<file path="src/rtl/gbx_seq_pkg.sv">
package gbx_seq_pkg;

  localparam int SEQ_W      = 7;
  localparam int LAST_66    = 32;
  localparam int LAST_67    = 66;
  localparam int P66_NARROW = 31;
  localparam int P66_WIDE   = 32;
  localparam int P67_A_NAR  = 21;
  localparam int P67_A_WID  = 22;
  localparam int P67_MID    = 44;
  localparam int P67_C_NAR  = 65;
  localparam int P67_C_WID  = 66;

  typedef enum logic {
    CODE_66 = 1'b0,
    CODE_67 = 1'b1
  } code_e;

  typedef enum logic [1:0] {
    INT_2B = 2'd0,
    INT_4B = 2'd1,
    INT_8B = 2'd2
  } intw_e;

  typedef struct packed {
    code_e code;
    intw_e intw;
    logic  wide;
  } cfg_t;

  function automatic logic [SEQ_W-1:0] last_count(input code_e c);
    if (c == CODE_67) return SEQ_W'(LAST_67);
    return SEQ_W'(LAST_66);
  endfunction

  function automatic logic is_pause(input cfg_t c, input logic [SEQ_W-1:0] v);
    logic nar;
    logic hit;
    nar = (c.intw == INT_2B);
    if (c.code == CODE_66) begin
      hit = (v == SEQ_W'(nar ? P66_NARROW : P66_WIDE));
    end else begin
      hit = (v == SEQ_W'(nar ? P67_A_NAR : P67_A_WID)) ||
            (v == SEQ_W'(P67_MID)) ||
            (v == SEQ_W'(nar ? P67_C_NAR : P67_C_WID));
    end
    return hit;
  endfunction

endpackage

</file>
<file path="src/rtl/gbx_cfg_latch.sv">
module gbx_cfg_latch
  import gbx_seq_pkg::*;
(
  input  logic       clk,
  input  logic       rst,
  input  logic       code_sel,
  input  logic [1:0] intw_sel,
  input  logic       wide_sel,
  output cfg_t       cfg_q
);

  intw_e intw_dec;

  always_comb begin
    unique case (intw_sel)
      2'd0:    intw_dec = INT_2B;
      2'd1:    intw_dec = INT_4B;
      default: intw_dec = INT_8B;
    endcase
  end

  // settings are sampled only while reset is held
  always_ff @(posedge clk) begin
    if (rst) begin
      cfg_q.code <= code_sel ? CODE_67 : CODE_66;
      cfg_q.intw <= intw_dec;
      cfg_q.wide <= wide_sel;
    end
  end

endmodule

</file>
<file path="src/rtl/gbx_seq_count.sv">
module gbx_seq_count
  import gbx_seq_pkg::*;
#(
  parameter int CNT_W = SEQ_W
) (
  input  logic             clk,
  input  logic             rst,
  input  logic             start,
  input  cfg_t             cfg,
  output logic [CNT_W-1:0] seq_q,
  output logic [CNT_W-1:0] seq_nxt,
  output logic             run_q
);

  logic             phase_q;
  logic             phase_nxt;
  logic             run_nxt;
  logic             adv;
  logic [CNT_W-1:0] last;
  logic [CNT_W-1:0] raw_nxt;

  assign last    = CNT_W'(last_count(cfg.code));
  assign adv     = run_q && (cfg.wide || phase_q);
  assign run_nxt = run_q || start;

  always_comb begin
    raw_nxt   = seq_q;
    phase_nxt = 1'b0;
    if (run_q) phase_nxt = ~phase_q;
    if (adv) begin
      if (seq_q == last) raw_nxt = '0;
      else               raw_nxt = seq_q + CNT_W'(1);
    end
  end

  // top bit only carries count in the 67 code
  always_comb begin
    seq_nxt = raw_nxt;
    if (cfg.code == CODE_66) seq_nxt[CNT_W-1] = 1'b0;
  end

  always_ff @(posedge clk) begin
    if (rst) begin
      seq_q   <= '0;
      phase_q <= 1'b0;
      run_q   <= 1'b0;
    end else begin
      seq_q   <= seq_nxt;
      phase_q <= phase_nxt;
      run_q   <= run_nxt;
    end
  end

endmodule

</file>
<file path="src/rtl/gbx_pause_flag.sv">
module gbx_pause_flag
  import gbx_seq_pkg::*;
(
  input  logic             clk,
  input  logic             rst,
  input  cfg_t             cfg,
  input  logic [SEQ_W-1:0] seq_nxt,
  output logic             stall_q
);

  // registered from the next count so it lines up with seq
  always_ff @(posedge clk) begin
    if (rst) stall_q <= 1'b0;
    else     stall_q <= is_pause(cfg, seq_nxt);
  end

endmodule

</file>
<file path="src/rtl/gbx_hdr_mask.sv">
module gbx_hdr_mask
  import gbx_seq_pkg::*;
#(
  parameter int HDR_W = 6
) (
  input  logic             clk,
  input  logic             rst,
  input  cfg_t             cfg,
  input  logic [HDR_W-1:0] hdr_in,
  output logic [HDR_W-1:0] hdr_q
);

  localparam int LANES  = 2;
  localparam int LANE_W = HDR_W / LANES;

  logic [HDR_W-1:0] keep;
  logic [LANES-1:0] lane_on;

  assign lane_on[0] = 1'b1;
  assign lane_on[1] = (cfg.intw == INT_8B) && cfg.wide;

  for (genvar l = 0; l < LANES; l++) begin : g_lane
    for (genvar b = 0; b < LANE_W; b++) begin : g_bit
      if (b < 2) begin : g_base
        assign keep[l*LANE_W+b] = lane_on[l];
      end else if (b == 2) begin : g_ext
        assign keep[l*LANE_W+b] = lane_on[l] && (cfg.code == CODE_67);
      end else begin : g_none
        assign keep[l*LANE_W+b] = 1'b0;
      end
    end
  end

  always_ff @(posedge clk) begin
    if (rst) hdr_q <= '0;
    else     hdr_q <= hdr_in & keep;
  end

endmodule

</file>
<file path="src/rtl/gbx_seq_ctrl.sv">
module gbx_seq_ctrl
  import gbx_seq_pkg::*;
#(
  parameter int HDR_W = 6
) (
  input  logic             clk,
  input  logic             rst,
  input  logic             start,
  input  logic             code_sel,
  input  logic [1:0]       intw_sel,
  input  logic             wide_sel,
  input  logic [HDR_W-1:0] hdr_in,
  output logic [SEQ_W-1:0] seq,
  output logic             stall,
  output logic [HDR_W-1:0] hdr_out
);

  cfg_t             cfg_q;
  logic [SEQ_W-1:0] seq_nxt;
  logic             run_q;

  gbx_cfg_latch u_cfg (
    .clk      (clk),
    .rst      (rst),
    .code_sel (code_sel),
    .intw_sel (intw_sel),
    .wide_sel (wide_sel),
    .cfg_q    (cfg_q)
  );

  gbx_seq_count #(.CNT_W(SEQ_W)) u_cnt (
    .clk     (clk),
    .rst     (rst),
    .start   (start),
    .cfg     (cfg_q),
    .seq_q   (seq),
    .seq_nxt (seq_nxt),
    .run_q   (run_q)
  );

  gbx_pause_flag u_pause (
    .clk     (clk),
    .rst     (rst),
    .cfg     (cfg_q),
    .seq_nxt (seq_nxt),
    .stall_q (stall)
  );

  gbx_hdr_mask #(.HDR_W(HDR_W)) u_hdr (
    .clk    (clk),
    .rst    (rst),
    .cfg    (cfg_q),
    .hdr_in (hdr_in),
    .hdr_q  (hdr_out)
  );

endmodule

</file>
<file path="config.mk">
export PLATFORM = sky130hd
export DESIGN_NAME = gbx_seq_ctrl
export DESIGN_NICKNAME = d
export VERILOG_FILES = /design/src/rtl/gbx_seq_pkg.sv /design/src/rtl/gbx_cfg_latch.sv /design/src/rtl/gbx_seq_count.sv /design/src/rtl/gbx_pause_flag.sv /design/src/rtl/gbx_hdr_mask.sv /design/src/rtl/gbx_seq_ctrl.sv
export SDC_FILE = /design/constraint.sdc
export NUM_CORES = 1
export LEC_CHECK = 0
export ABC_CLOCK_PERIOD_IN_PS = 4000
export BUFFER_PORTS_ARGS = -buffer_cell sky130_fd_sc_hd__buf_2
export CORE_MARGIN = 2
export CORE_UTILIZATION = 53
export CTS_CLUSTER_DIAMETER = 80
export CTS_CLUSTER_SIZE = 24
export DETAILED_ROUTE_END_ITERATION = 10
export HOLD_SLACK_MARGIN = 0.15
export PLACE_DENSITY = 0.81
export SYNTH_ARGS = -nofsm -noshare
export SYNTH_HDL_FRONTEND = slang
export SYNTH_HIERARCHICAL = 1
export SYNTH_SLANG_ARGS = --single-unit
</file>
<file path="constraint.sdc">
create_clock -name clk -period 4 [get_ports clk]
set_input_delay 0.2 -clock clk [delete_from_list [all_inputs] [get_ports clk]]
set_output_delay 0.2 -clock clk [all_outputs]
set_load 0.005 [all_outputs]
</file>
Yosys cells after proc, flatten, opt, wreduce, memory -nomap -nowiden --
Cells that the tools add are included.
Word-level totals: RAM bits 0, bits in read-only memories 0, flip-flop bits (word level) 20, output and inout port bits 14, logic and storage cells 41, input port bits 13, memories 0, latch bits 0
Operators by class: reductions and logical operators 10, order comparisons 0, add/subtract/negate cells 1, multiply operators 0, multiplexer cells 12, shift operators 0, eq/ne operators 7, div/mod/pow operators 0, bitwise logic cells 3
Operators with widths (number):
- 7-bit equality test | 4
- 7-bit two-way mux | 4
- 7-bit by 1-bit adder with 7-bit output, second input constant | 1
- 7-bit by 6-bit equality test with 1-bit output, second input constant | 1
- 6-bit AND | 1
- 6-bit two-way mux | 1
- 2-bit logical NOT | 2
- 1-bit logical OR | 4
- 1-bit two-way mux | 4
- 2-bit two-way mux | 2
- 2-bit case mux with 2 select lines | 1
- 1-bit logical AND | 3
- 2-bit by 1-bit equality test with 1-bit output, second input constant | 1
- 2-bit equality test, second input constant | 1
- 1-bit inverter | 2
- 2-bit OR reduction | 1

Logic depth before layout (Yosys ltp) --
Gate-level depths: netlist of the first run.
depth in word-level cells 10, gate-level depth with buffers 8, gate-level depth less buffers 8

Hierarchy --
Netlist of the first run, hierarchy kept.
By module, submodules not included:
- gbx_seq_count | instances 1, area an instance 504.2 µm², sequential area each 180.2 µm², cells an instance 53
- gbx_hdr_mask | instances 1, area an instance 180.2 µm², sequential area each 120.1 µm², cells an instance 14
- gbx_pause_flag | instances 1, area an instance 146.4 µm², sequential area each 20.0 µm², cells an instance 18
- gbx_cfg_latch | instances 1, area an instance 130.1 µm², sequential area each 120.1 µm², cells an instance 6

Worst setup path after synthesis of the first run --
Ideal clock, no wire load.
path kind register -> register, from register, netlist name u_cfg/cfg_q[3], to register u_pause.stall_q, required time 3.905 ns, stages on the path, launching flop included 8, data arrival time 2.308 ns, clock period less this slack 2.404 ns, path buffers 0, setup time 0.095 ns, slack 1.596 ns, path through edfxtp_1 -> or4b_4 -> a211oi_4 -> nor2_1 -> or4b_4 -> nor4_2 -> o21ai_1 -> o311ai_1
Between the ends: elaborated cells on any way between the ends 13, classes of those cells 5 x eq/ne; 6 x mux; 2 x reduce/logical
RTL lines:
- 1-bit two-way mux (*) | RTL line gbx_seq_pkg.sv:32 | if (c == CODE_67) return SEQ_W'(LAST_67);
- 7-bit two-way mux (*) | RTL line gbx_seq_pkg.sv:33 | return SEQ_W'(LAST_66);
- 7-bit equality test (*) | RTL line gbx_seq_count.sv:31 | if (seq_q == last) raw_nxt = '0;
- 7-bit two-way mux (*) | RTL line gbx_seq_count.sv:31
- 7-bit two-way mux (*) | RTL line gbx_seq_count.sv:30 | if (adv) begin
- via seq_nxt[1] | RTL line gbx_seq_ctrl.sv:19 | logic [SEQ_W-1:0] seq_nxt;
- 7-bit equality test or 7-bit by 6-bit equality test with 1-bit output (tied branches) | RTL line gbx_seq_pkg.sv:43, gbx_seq_pkg.sv:44
- 1-bit logical OR | RTL line gbx_seq_pkg.sv:43 | hit = (v == SEQ_W'(nar ? P67_A_NAR : P67_A_WID)) ||
- 1-bit logical OR | RTL line gbx_seq_pkg.sv:44 | (v == SEQ_W'(P67_MID)) ||
- 1-bit two-way mux (*) | RTL line gbx_seq_pkg.sv:40 | if (c.code == CODE_66) begin
- to (signal assigned) | RTL line gbx_pause_flag.sv:14 | else stall_q <= is_pause(cfg, seq_nxt);
- to (decl) | RTL line gbx_pause_flag.sv:8 | output logic stall_q
The timed path passes the listed nets; every way through them passes the cells marked *. A chain may end at the register's enable or synchronous reset.

Worst setup path after layout of the first run --
from register, netlist name u_cfg/cfg_q[3], to register u_pause.stall_q
Between the ends: elaborated cells on any way between the ends 13, classes of those cells 5 x eq/ne; 6 x mux; 2 x reduce/logical
RTL lines (RTL line):
- 1-bit two-way mux (*) | gbx_seq_pkg.sv:32
- 7-bit two-way mux (*) | gbx_seq_pkg.sv:33
- 7-bit equality test (*) | gbx_seq_count.sv:31
- 7-bit two-way mux (*) | gbx_seq_count.sv:31
- 7-bit two-way mux (*) | gbx_seq_count.sv:30
- via seq_nxt[1] | gbx_seq_ctrl.sv:19
- 7-bit equality test or 7-bit by 6-bit equality test with 1-bit output (tied branches) | gbx_seq_pkg.sv:43, gbx_seq_pkg.sv:44
- 1-bit logical OR | gbx_seq_pkg.sv:43
- 1-bit logical OR | gbx_seq_pkg.sv:44
- 1-bit two-way mux (*) | gbx_seq_pkg.sv:40
Marked as above.

==> summary.md, run 1 <==
| Metric | Value |
|---|---|
| Post-synthesis sequential area ratio | `45.83%` |
| P_sw | `91.86 uW` |
| Die H | `46.58 um` |
| Clock Sink Count | `20` |
| Clk slew on worst S/H paths | `110 ps` |
| Hold Crit Class | `primary input to register` |
| Drt pass-1 iters | `4` |
| Initial antenna violation count | `0` |
| Synth top area share | `33.33%` |
| Area leader, netlist | `dfxtp_1` |
| Async S/R FF share, synth | `0%` |
| Antenna Violating Nets Remaining | `0` |
| GPL Wtd Cong | `0.8067` |
| Fillcell total | `129` |
| Die area | `2170 sq um` |
| Starting density of the core | `56.26%` |
| Area of the multi-input gates | `513.0 sq um` |
| Critical Path, Cell by Cell | `or4b_4 > a211oi_4 > nor2_1 > or4b_4 > nor4_2 > o21ai_1 > o311ai_1` |
| CP Class | `register to register` |
| Hold_ws | `190.8 ps` |
| First-pass GRT wire length | `3.491 mm` |
| Outcome | `complete, no violations` |
| HP Start | `intw_sel[0]` |
| Worst Reg-to-Reg Cells | `7` |
| VDD IR-drop max | `0.2529 mV` |
| Instance count on the critical path | `7` |
| Hold worst-path end | `u_cfg/cfg_q[1]$_DFFE_PP_` |
| Largest cells by area after synthesis | `dfxtp_1 (33%), edfxtp_1 (13%), nand2_1 (3.5%), or4_4 (3.5%), or4b_4 (2.9%)` |
| CTS Buf Count | `3` |
| Reg2reg end | `u_pause/stall_q$_SDFF_PP0_` |
| Longest Clk Path Bufs | `2` |
| Die Span X | `46.58 um` |
| Mapped Area | `960.9 sq um` |
| Routed len/inst | `14.11 um` |
| Layout cells sized above 1 | `37.98%` |
| ANT cells | `0` |
| Sequential Power Share | `51.9%` |
| Syn Area/Cell | `10.56 sq um` |
| Switching Share | `21.40%` |
| Minimum clock period | `2675 ps` |
| Required time of the worst setup path | `4210 ps` |
| Endpoints failing hold | `0` |
| I/O Pins | `27` |
| Number of synthesized flops with an enable pin | `4` |
| Clock insertion delay at the later pin of the skew report | `300 ps` |
| Number of max-cap violations | `0` |
| Unrepaired setup endpoints after global routing | `false` |
| Most frequent cells in the layout | `buf_2 (26), dfxtp_1 (16), dlygate4sd3_1 (10), nand2_1 (9), nor2_1 (7)` |
| Fin nets | `144` |
| Synth Register Bits | `20` |
| Post-synth top flop | `dfxtp_1` |
| Setup TNS | `0 ps` |
| # Post-CTS Setup Buffers | `0` |
| Buf/Inv on CP | `0` |
| Slowest stage delay, CP | `580 ps` |
| WP data arrival | `2890 ps` |
| Clk pwr share | `38.6%` |
| Syn nets | `105` |
| Number of global-route vias before repair | `801` |
| Count of pins over their slew limit | `0` |
| Worst Path Max Fanout | `9` |
| Leakage power | `0.5367 nW` |
| Combinational share of power | `9.5%` |
| Final setup violation count | `0` |
| Worst R2R Start | `u_cfg/cfg_q[3]$_DFFE_PP_` |
| Hpwl dp | `1.402 mm` |
| Drt initial violations | `24` |
| Total GRT Usage | `23.20%` |
| Cells after Synth | `91` |
| Setup Skew | `2.848 ps` |
| Port Buf Inserts | `26` |
| Max-slew headroom | `52.70%` |
| Total grt overflow | `0` |
| Ys Warns | `6` |
| Highest clock rate | `373.9 MHz` |
| CTS Root Cell | `clkbuf_4` |
| Cell variety after synth | `39` |
| Period Utilization, post-route | `66.87%` |
| Via Count | `875` |
| Crit path launch type | `register` |
| Commonest non-fill, non-tap cell in the layout | `buf_2` |
| Flip-flop and latch area | `440.4 sq um` |
| Most used cell, CP | `or4b_4` |
| Slew @ Worst Pin | `702.0 ps` |
| Area Overhead vs Synth | `31.90%` |
| Cell Pwr Density | `338.7 nW/um^2` |
| Slowest CP cell | `or4b_4` |
| Worst Hold Path Cells | `2` |
| H-tree levels | `1` |
| CP delay by family, top | `simple AND/OR/NAND/NOR gates` |
| Row count | `15` |
| Cell Int Power | `337.4 uW` |
| CTS tree | `built` |
| Vias per cell | `5.682` |
| Pin count of the biggest net entering global routing | `20` |
| R2R Setup Slk | `1330 ps` |
| Crit end category | `register` |
| Routed WL | `2.173 mm` |
| Core area | `1708 sq um` |
| DR DRC count | `0` |
## timing repair
item                                   in CTS  in global routing
gates resized for setup                     0                  0
hold buffers                               10                  0
endpoints found under the hold margin      10                  0
## sequential cells by signal (all words and copies together) (netlist names)
| name | flops |
|---|---|
| u_cnt/run_q | 1 |
| u_hdr/hdr_q | 6 |
| u_cnt/seq_q | 7 |
| u_cnt/phase_q | 1 |
| u_cfg/cfg_q | 4 |
| u_pause/stall_q | 1 |
## Yosys cell counts, types with 2 or more instances
cell      number
dfxtp_1       16
nand2_1        9
nor2_1         7
a21oi_1        5
edfxtp_1       4
o21ai_0        3
or4_4          3
a211oi_2       2
and2_2         2
and2b_2        2
clkbuf_1       2
nand2b_1       2
nor3_1         2
nor3b_1        2
nor4b_1        2
o211ai_1       2
or3_2          2
or4b_4         2
xor2_1         2
## power by group through the flow
stage / clock, mW / combinational, mW / sequential [mW]
floorplan: 0 / 0.0185 / 0.226
global placement: 0 / 0.0308 / 0.227
detailed placement: 0 / 0.0318 / 0.227
CTS: 0.169 / 0.0396 / 0.223
global route: 0.178 / 0.0446 / 0.224
finish: 0.166 / 0.0407 / 0.223
## worst max path at each step
| stage | startpoint | endpoint | slack, ps |
|---|---|---|---|
| finish | u_cfg/cfg_q[3]$_DFFE_PP_ | u_pause/stall_q$_SDFF_PP0_ | 1330 |
| global route | u_cfg/cfg_q[3]$_DFFE_PP_ | u_pause/stall_q$_SDFF_PP0_ | 1220 |
| CTS | u_cfg/cfg_q[3]$_DFFE_PP_ | u_pause/stall_q$_SDFF_PP0_ | 1380 |
| detailed placement | u_cfg/cfg_q[3]$_DFFE_PP_ | u_pause/stall_q$_SDFF_PP0_ | 1400 |
| global placement | u_cfg/cfg_q[3]$_DFFE_PP_ | u_pause/stall_q$_SDFF_PP0_ | 1490 |
| floorplan | u_cfg/cfg_q[3]$_DFFE_PP_ | u_pause/stall_q$_SDFF_PP0_ | 1600 |
## logic make-up after synthesis
family / after synthesis / share of synthesized area, %
muxes: 1 / 1.042
adders and majority gates: 1 / 1.302
xor gates and xnor gates: 2 / 1.823
buffers and inverters: 2 / 0.7815
AOI/OAI and AO/OA: 20 / 17.19
and+or+nand+nor: 45 / 32.03
DFF: 20 / 45.83
## cell type report
class	count	area share, %
clock inverters	1	2.369
well taps	25	2.468
clock buffers	3	1.777
multi-input cells	69	40.47
flip-flops and latches	20	34.75
repair buffers	36	18.16
## stage by stage
stage	instance area, sq um	util (%)	cells	total power [mW]	worst slack, ps
floorplan	960.9	-	91	0.2446	1596
global placement	1115	65.27	140	0.2573	1495
detailed placement	1115	65.27	140	0.2593	1403
CTS	1267	74.21	154	0.4312	1380
global route	1267	74.21	154	0.4466	1222
finish	1267	74.21	154	0.4293	1325
## layer usage
metal	GRT usage [%]	routed length, um	vias to the layer above	part of all wire [%]
met4	15.43	28	0	1.3
met5	0	0	-	0
met3	4.706	108	4	5.0
met1	29.37	906	402	42
met2	35.28	1130	42	52
li1	-	-	427	-
## worst register-to-register path: cells and delay by family (launching register included)
family          cells  cell delay (ps)
simple gates        4             1480
compound gates      3              570
flops               1              530
Note: power is estimated with default switching activity, not from simulation.
==> inputs of run 2 (changes only) <==
- ABC_CLOCK_PERIOD_IN_PS: 4000 -> 2200
- CORE_UTILIZATION: 53 -> 45
- PLACE_DENSITY: 0.81 -> 0.73
- clock period: 4 -> 2.2 ns (I/O delays scaled with it)
==> run 2 against run 1 <==
  * The run now ends with setup timing left
  * Critical path depth is the same
  * Wire length grew 6.6%
  * Via count grew 2.1%
  * Combinational power grew 110%
  * First-iteration DRC count shrank 50%
  * Hold slack gained 4.5 ps
  * Sequential cell count is the same
  * Power grew 64%
  * Core utilization shrank 6.2 points
  * Critical path type unchanged
  * Largest cell class unchanged
==> summary.md, run 2 (synthesized netlist as in run 1, its figures left out) <==
| Metric | Value |
|---|---|
| Outcome | `finished with violations` |
| Failing checks | `setup timing` |
| Reg2reg end | `u_pause/stall_q$_SDFF_PP0_` |
| Fin nets | `155` |
| Largest register FFs | `7` |
| Setup Skew | `5.306 ps` |
| Worst Hold Path Cells | `2` |
| Cell Pwr Density | `522.3 nW/um^2` |
| CTS Buf Count | `3` |
| Antenna Violating Nets Remaining | `0` |
| CTS Root Cell | `clkbuf_4` |
| Via Count | `893` |
| Total grt overflow | `0` |
| Buf/Inv on CP | `0` |
| WP data arrival | `2420 ps` |
| First-pass GRT wire length | `3.884 mm` |
| Worst Path Max Fanout | `4` |
| I/O Pins | `27` |
| Clk slew on worst S/H paths | `120 ps` |
| Biggest regs | `u_cnt/seq_q x7, u_hdr/hdr_q x6, u_cfg/cfg_q x4` |
| Vias per cell | `5.347` |
| VDD IR-drop max | `0.4982 mV` |
| Highest clock rate | `452.9 MHz` |
| Clock Sink Count | `20` |
| Leakage power | `0.5821 nW` |
| Unrepaired setup endpoints after global routing | `true` |
| Routed len/inst | `13.87 um` |
| Final setup violation count | `1` |
| Starting density of the core | `48.48%` |
| CP Class | `register to register` |
| Drt pass-1 iters | `4` |
| Critical Path, Cell by Cell | `or4b_4 > a211oi_4 > nor2_2 > or4b_4 > nor4_2 > o21ai_1 > o311ai_1` |
| ANT cells | `0` |
| Hold Crit Class | `primary input to register` |
| Period Utilization, post-route | `100.4%` |
| GPL Wtd Cong | `0.8442` |
| Total GRT Usage | `20.22%` |
| Final worst slack | `-8.102 ps` |
| CP delay by family, top | `simple AND/OR/NAND/NOR gates` |
| Hpwl dp | `1.606 mm` |
| Max-slew headroom | `69.90%` |
| Row count | `16` |
| Die Span X | `50.21 um` |
| Count of pins over their slew limit | `0` |
| Commonest non-fill, non-tap cell in the layout | `buf_2` |
| Fin util | `67.99%` |
| Worst Reg-to-Reg Cells | `7` |
| Slew @ Worst Pin | `447.7 ps` |
| R2R Setup Slk | `-8 ps` |
| Number of max-cap violations | `0` |
| Die H | `50.21 um` |
| Hold worst-path end | `u_cnt/run_q$_SDFF_PP0_` |
| Pin count of the biggest net entering global routing | `20` |
| Die area | `2521 sq um` |
| Initial antenna violation count | `0` |
| Crit path launch type | `register` |
| HP Start | `rst` |
| Slowest CP cell | `or4b_4` |
| Inst Count DP | `151` |
| Routed WL | `2.317 mm` |
| Final Instance Count excl. Fillers | `167` |
| Crit end category | `register` |
| Required time of the worst setup path | `2410 ps` |
| Largest register by flop count | `u_cnt/seq_q` |
| Dpl ws | `-18.35 ps` |
| Port Buf Inserts | `26` |
| Most frequent cells in the layout | `buf_2 (26), dfxtp_1 (14), dlygate4sd3_1 (11), buf_4 (10), nand2_1 (9)` |
| Endpoints failing hold | `0` |
| Total power | `703.8 uW` |
| Area Overhead vs Synth | `40.23%` |
| Most used cell, CP | `or4b_4` |
| Layout cells sized above 1 | `45.00%` |
| CTS tree | `built` |
| Number of global-route vias before repair | `871` |
| Drt initial violations | `12` |
| Minimum clock period | `2208 ps` |
| CP startpoint | `u_cfg/cfg_q[3]$_DFFE_PP_` |
| Setup TNS | `-8.102 ps` |
| H-tree levels | `1` |
| Clock insertion delay at the later pin of the skew report | `300 ps` |
| Slowest stage delay, CP | `550 ps` |
| Worst R2R Start | `u_cfg/cfg_q[3]$_DFFE_PP_` |
| DR DRC count | `0` |
| Longest Clk Path Bufs | `2` |
| Core area | `1982 sq um` |
-- run 2: cell types whose count changed in the layout (fill, tap and decap cells not counted), sizes merged --
cell and change:
buf +10, bufinv -1, clkbuf +1, dlygate4sd3 +1
-- run 2: how the worst max path moves through the flow --
stage,to,cells past startpoint,slack (ps)
finish,u_pause/stall_q$_SDFF_PP0_,7,-8
global route,u_pause/stall_q$_SDFF_PP0_,7,-90
CTS,u_pause/stall_q$_SDFF_PP0_,7,0.6
detailed placement,u_pause/stall_q$_SDFF_PP0_,7,-20
global placement,u_pause/stall_q$_SDFF_PP0_,7,70
floorplan,u_pause/stall_q$_SDFF_PP0_,7,-160
-- run 2: area by class of cell --
cell class	count	area (sq um)
well taps	27	33.78
multi-input cells	69	519.2
fillers	165	634.4
flip-flops and latches	20	442.9
repair buffers	47	315.3
clock buffers	4	36.28
-- run 2: timing repair --
| item | CTS | global route |
|---|---|---|
| setup endpoints to repair | 1 | 1 |
| cloned | 0 | 0 |
| hold buffers | 11 | 0 |
| setup buffers | 1 | 0 |
| pin swaps | 1 | 0 |
| resized for setup | 4 | 0 |
| hold endpoints to repair | 11 | 0 |
-- run 2: routing by layer --
| metal | GRT usage [%] | vias up | share of wire, % |
|---|---|---|---|
| li1 | - | 448 | - |
| met1 | 24.52 | 425 | 43 |
| met2 | 37.06 | 16 | 53 |
| met3 | 2.679 | 4 | 2.9 |
| met4 | 5.556 | 0 | 1.3 |
| met5 | 0 | - | 0 |
-- run 2: power breakdown --
| part | total [mW] | switching (mW) | internal [mW] |
|---|---|---|---|
| combinational | 0.0873 | 0.0382 | 0.0491 |
| sequential | 0.401 | 0.0117 | 0.389 |
| clock | 0.216 | 0.115 | 0.101 |
| total | 0.704 | 0.165 | 0.539 |
-- run 2: stage by stage --
stage                     hold slack [ps]  cell area, sq um
final                               195.3              1348
after global routing                219.8              1348
after CTS                           184.1              1348
after detailed placement            288.1              1187
after global placement              288.4              1187
after floorplan                     182.0             963.4
==> inputs of run 3 (changes only) <==
- ABC_CLOCK_PERIOD_IN_PS: 2200 -> 1920
- clock period: 2.2 -> 1.92 ns (I/O delays scaled with it)
==> run 3 against run 2 <==
  * The flow still finishes with violations (setup timing)
  * Clock power shrank 5%
  * Wire length grew 14%
  * Non-clock buffer count grew 17
  * Clock skew grew 1.7 ps
  * Sequential share of layout area shrank 2.8 points
  * Core utilization grew 7.0 points
  * Hold slack lost 14 ps
  * Critical path depth is the same
  * Via count grew 13%
  * Power grew 12%
==> summary.md, run 3 (synthesized netlist as in run 1, its figures left out) <==
| Metric | Value |
|---|---|
| Outcome | `finished with violations` |
| Failing checks | `setup timing` |
| CTS Buf Count | `3` |
| Period Utilization, post-route | `114.9%` |
| Slowest CP cell | `or4_4` |
| Via Count | `1,007` |
| Routed len/inst | `14.32 um` |
| Most frequent cells in the layout | `buf_4 (27), buf_2 (26), dlygate4sd3_1 (11), dfxtp_1 (11), nand2_1 (9)` |
| Area Overhead vs Synth | `54.69%` |
| Largest register by flop count | `u_cnt/seq_q` |
| Required time of the worst setup path | `2140 ps` |
| Biggest regs | `u_cnt/seq_q x7, u_hdr/hdr_q x6, u_cfg/cfg_q x4` |
| Routed WL | `2.635 mm` |
| WP data arrival | `2420 ps` |
| Drt pass-1 iters | `4` |
| CTS tree | `built` |
| Dpl ws | `-290.2 ps` |
| ANT cells | `0` |
| DR DRC count | `0` |
| Number of max-cap violations | `0` |
| Initial antenna violation count | `0` |
| Highest clock rate | `453.1 MHz` |
| Pin count of the biggest net entering global routing | `20` |
| Core area | `1982 sq um` |
| Final worst slack | `-286.8 ps` |
| Hold_ws | `181.6 ps` |
| Max-slew headroom | `62.13%` |
| Crit end category | `register` |
| Total GRT Usage | `22.87%` |
| Fin util | `75.00%` |
| CTS Root Cell | `clkbuf_4` |
| Antenna Violating Nets Remaining | `0` |
| Layout cells sized above 1 | `53.50%` |
| Setup TNS | `-286.8 ps` |
| CP delay by family, top | `simple AND/OR/NAND/NOR gates` |
| Inst Count DP | `167` |
| CP Class | `register to register` |
| R2R Setup Slk | `-290 ps` |
| Longest Clk Path Bufs | `2` |
| Drt initial violations | `25` |
| Hpwl dp | `1.787 mm` |
| H-tree levels | `1` |
| Cell Pwr Density | `529.4 nW/um^2` |
| Minimum clock period | `2207 ps` |
| Buf/Inv on CP | `0` |
| Number of global-route vias before repair | `948` |
| Largest register FFs | `7` |
| Clock insertion delay at the later pin of the skew report | `310 ps` |
| Clock Sink Count | `20` |
| Row count | `16` |
| Slowest stage delay, CP | `560 ps` |
| Die area | `2521 sq um` |
| I/O Pins | `27` |
| Hold Crit Class | `primary input to register` |
| Die Span X | `50.21 um` |
| Slew @ Worst Pin | `560.9 ps` |
| Cell Area, Placed | `1308 sq um` |
| Starting density of the core | `48.48%` |
| Unrepaired setup endpoints after global routing | `true` |
| Fillcell total | `132` |
| Crit path launch type | `register` |
| Fin nets | `172` |
| Count of pins over their slew limit | `0` |
| Worst Path Max Fanout | `4` |
| Vias per cell | `5.473` |
| Port Buf Inserts | `26` |
| Setup Skew | `6.961 ps` |
| Die H | `50.21 um` |
| Total power | `787.0 uW` |
| Total grt overflow | `0` |
| Final setup violation count | `1` |
| Clk slew on worst S/H paths | `110 ps` |
| Final Instance Count excl. Fillers | `184` |
| Post-route cell area | `1486 sq um` |
| Critical Path, Cell by Cell | `o211ai_4 > or4_4 > a21oi_4 > or4b_4 > nor4_2 > o21ai_1 > o311ai_1` |
| First-pass GRT wire length | `4.195 mm` |
| Leakage power | `0.6654 nW` |
| GPL Wtd Cong | `0.8358` |
| Commonest non-fill, non-tap cell in the layout | `buf_4` |
| Endpoints failing hold | `0` |
| VDD IR-drop max | `0.5791 mV` |
run 3: changes by cell type in the layout (fill, tap and decap cells not counted), sizes merged:
cell,before,now
clkbuf,4,3
clkinv,0,1
buf,36,53
run 3: path summary, 6_finish.rpt:
kind | from | end | cells after the start
max reg2reg | u_cfg/cfg_q[0]$_DFFE_PP_ | u_pause/stall_q$_SDFF_PP0_ | 7
max | u_cfg/cfg_q[0]$_DFFE_PP_ | u_pause/stall_q$_SDFF_PP0_ | 7
min | rst | u_hdr/hdr_q[2]$_SDFF_PP0_ | 2
min reg2reg | u_cnt/phase_q$_SDFF_PP0_ | u_cnt/phase_q$_SDFF_PP0_ | 2
run 3: layout make-up:
type,instances,area [sq um],share of cell area [%]
clock buffers,3,22.52,1.515
well taps,27,33.78,2.273
multi-input cells,69,536.8,36.11
clock inverters,1,3.754,0.2525
flip-flops and latches,20,446.7,30.05
repair buffers,64,442.9,29.80
run 3: repair_timing:
item	in CTS	in global routing
setup endpoints to repair	1	1
gates resized for setup	5	4
endpoints found under the hold margin	11	0
buffers inserted	1	1
pin swaps	1	0
hold buffers	11	0
run 3: metal layers:
layer  wire length (um)  GRT usage, %  part of all wire [%]
met5                  0             0                     0
met4                 92         12.04                   3.5
met3                138         4.167                   5.2
met2               1397         42.32                    53
met1               1006         24.24                    38
run 3: where the power goes:
| group | internal (mW) | switching (mW) | leakage (nW) | total, mW |
|---|---|---|---|---|
| Clock | 0.0760 | 0.129 | 0.0154 | 0.205 |
| Combinational | 0.0709 | 0.0520 | 0.478 | 0.123 |
| Sequential | 0.446 | 0.0125 | 0.172 | 0.459 |
| Total | 0.593 | 0.194 | 0.665 | 0.787 |
run 3: worst reg2reg max path, stage by stage (launching register included):
cell and delay (ps):
edfxtp_1 450, o211ai_4 90, or4_4 560, a21oi_4 220, or4b_4 490, nor4_2 150
o21ai_1 90, o311ai_1 70
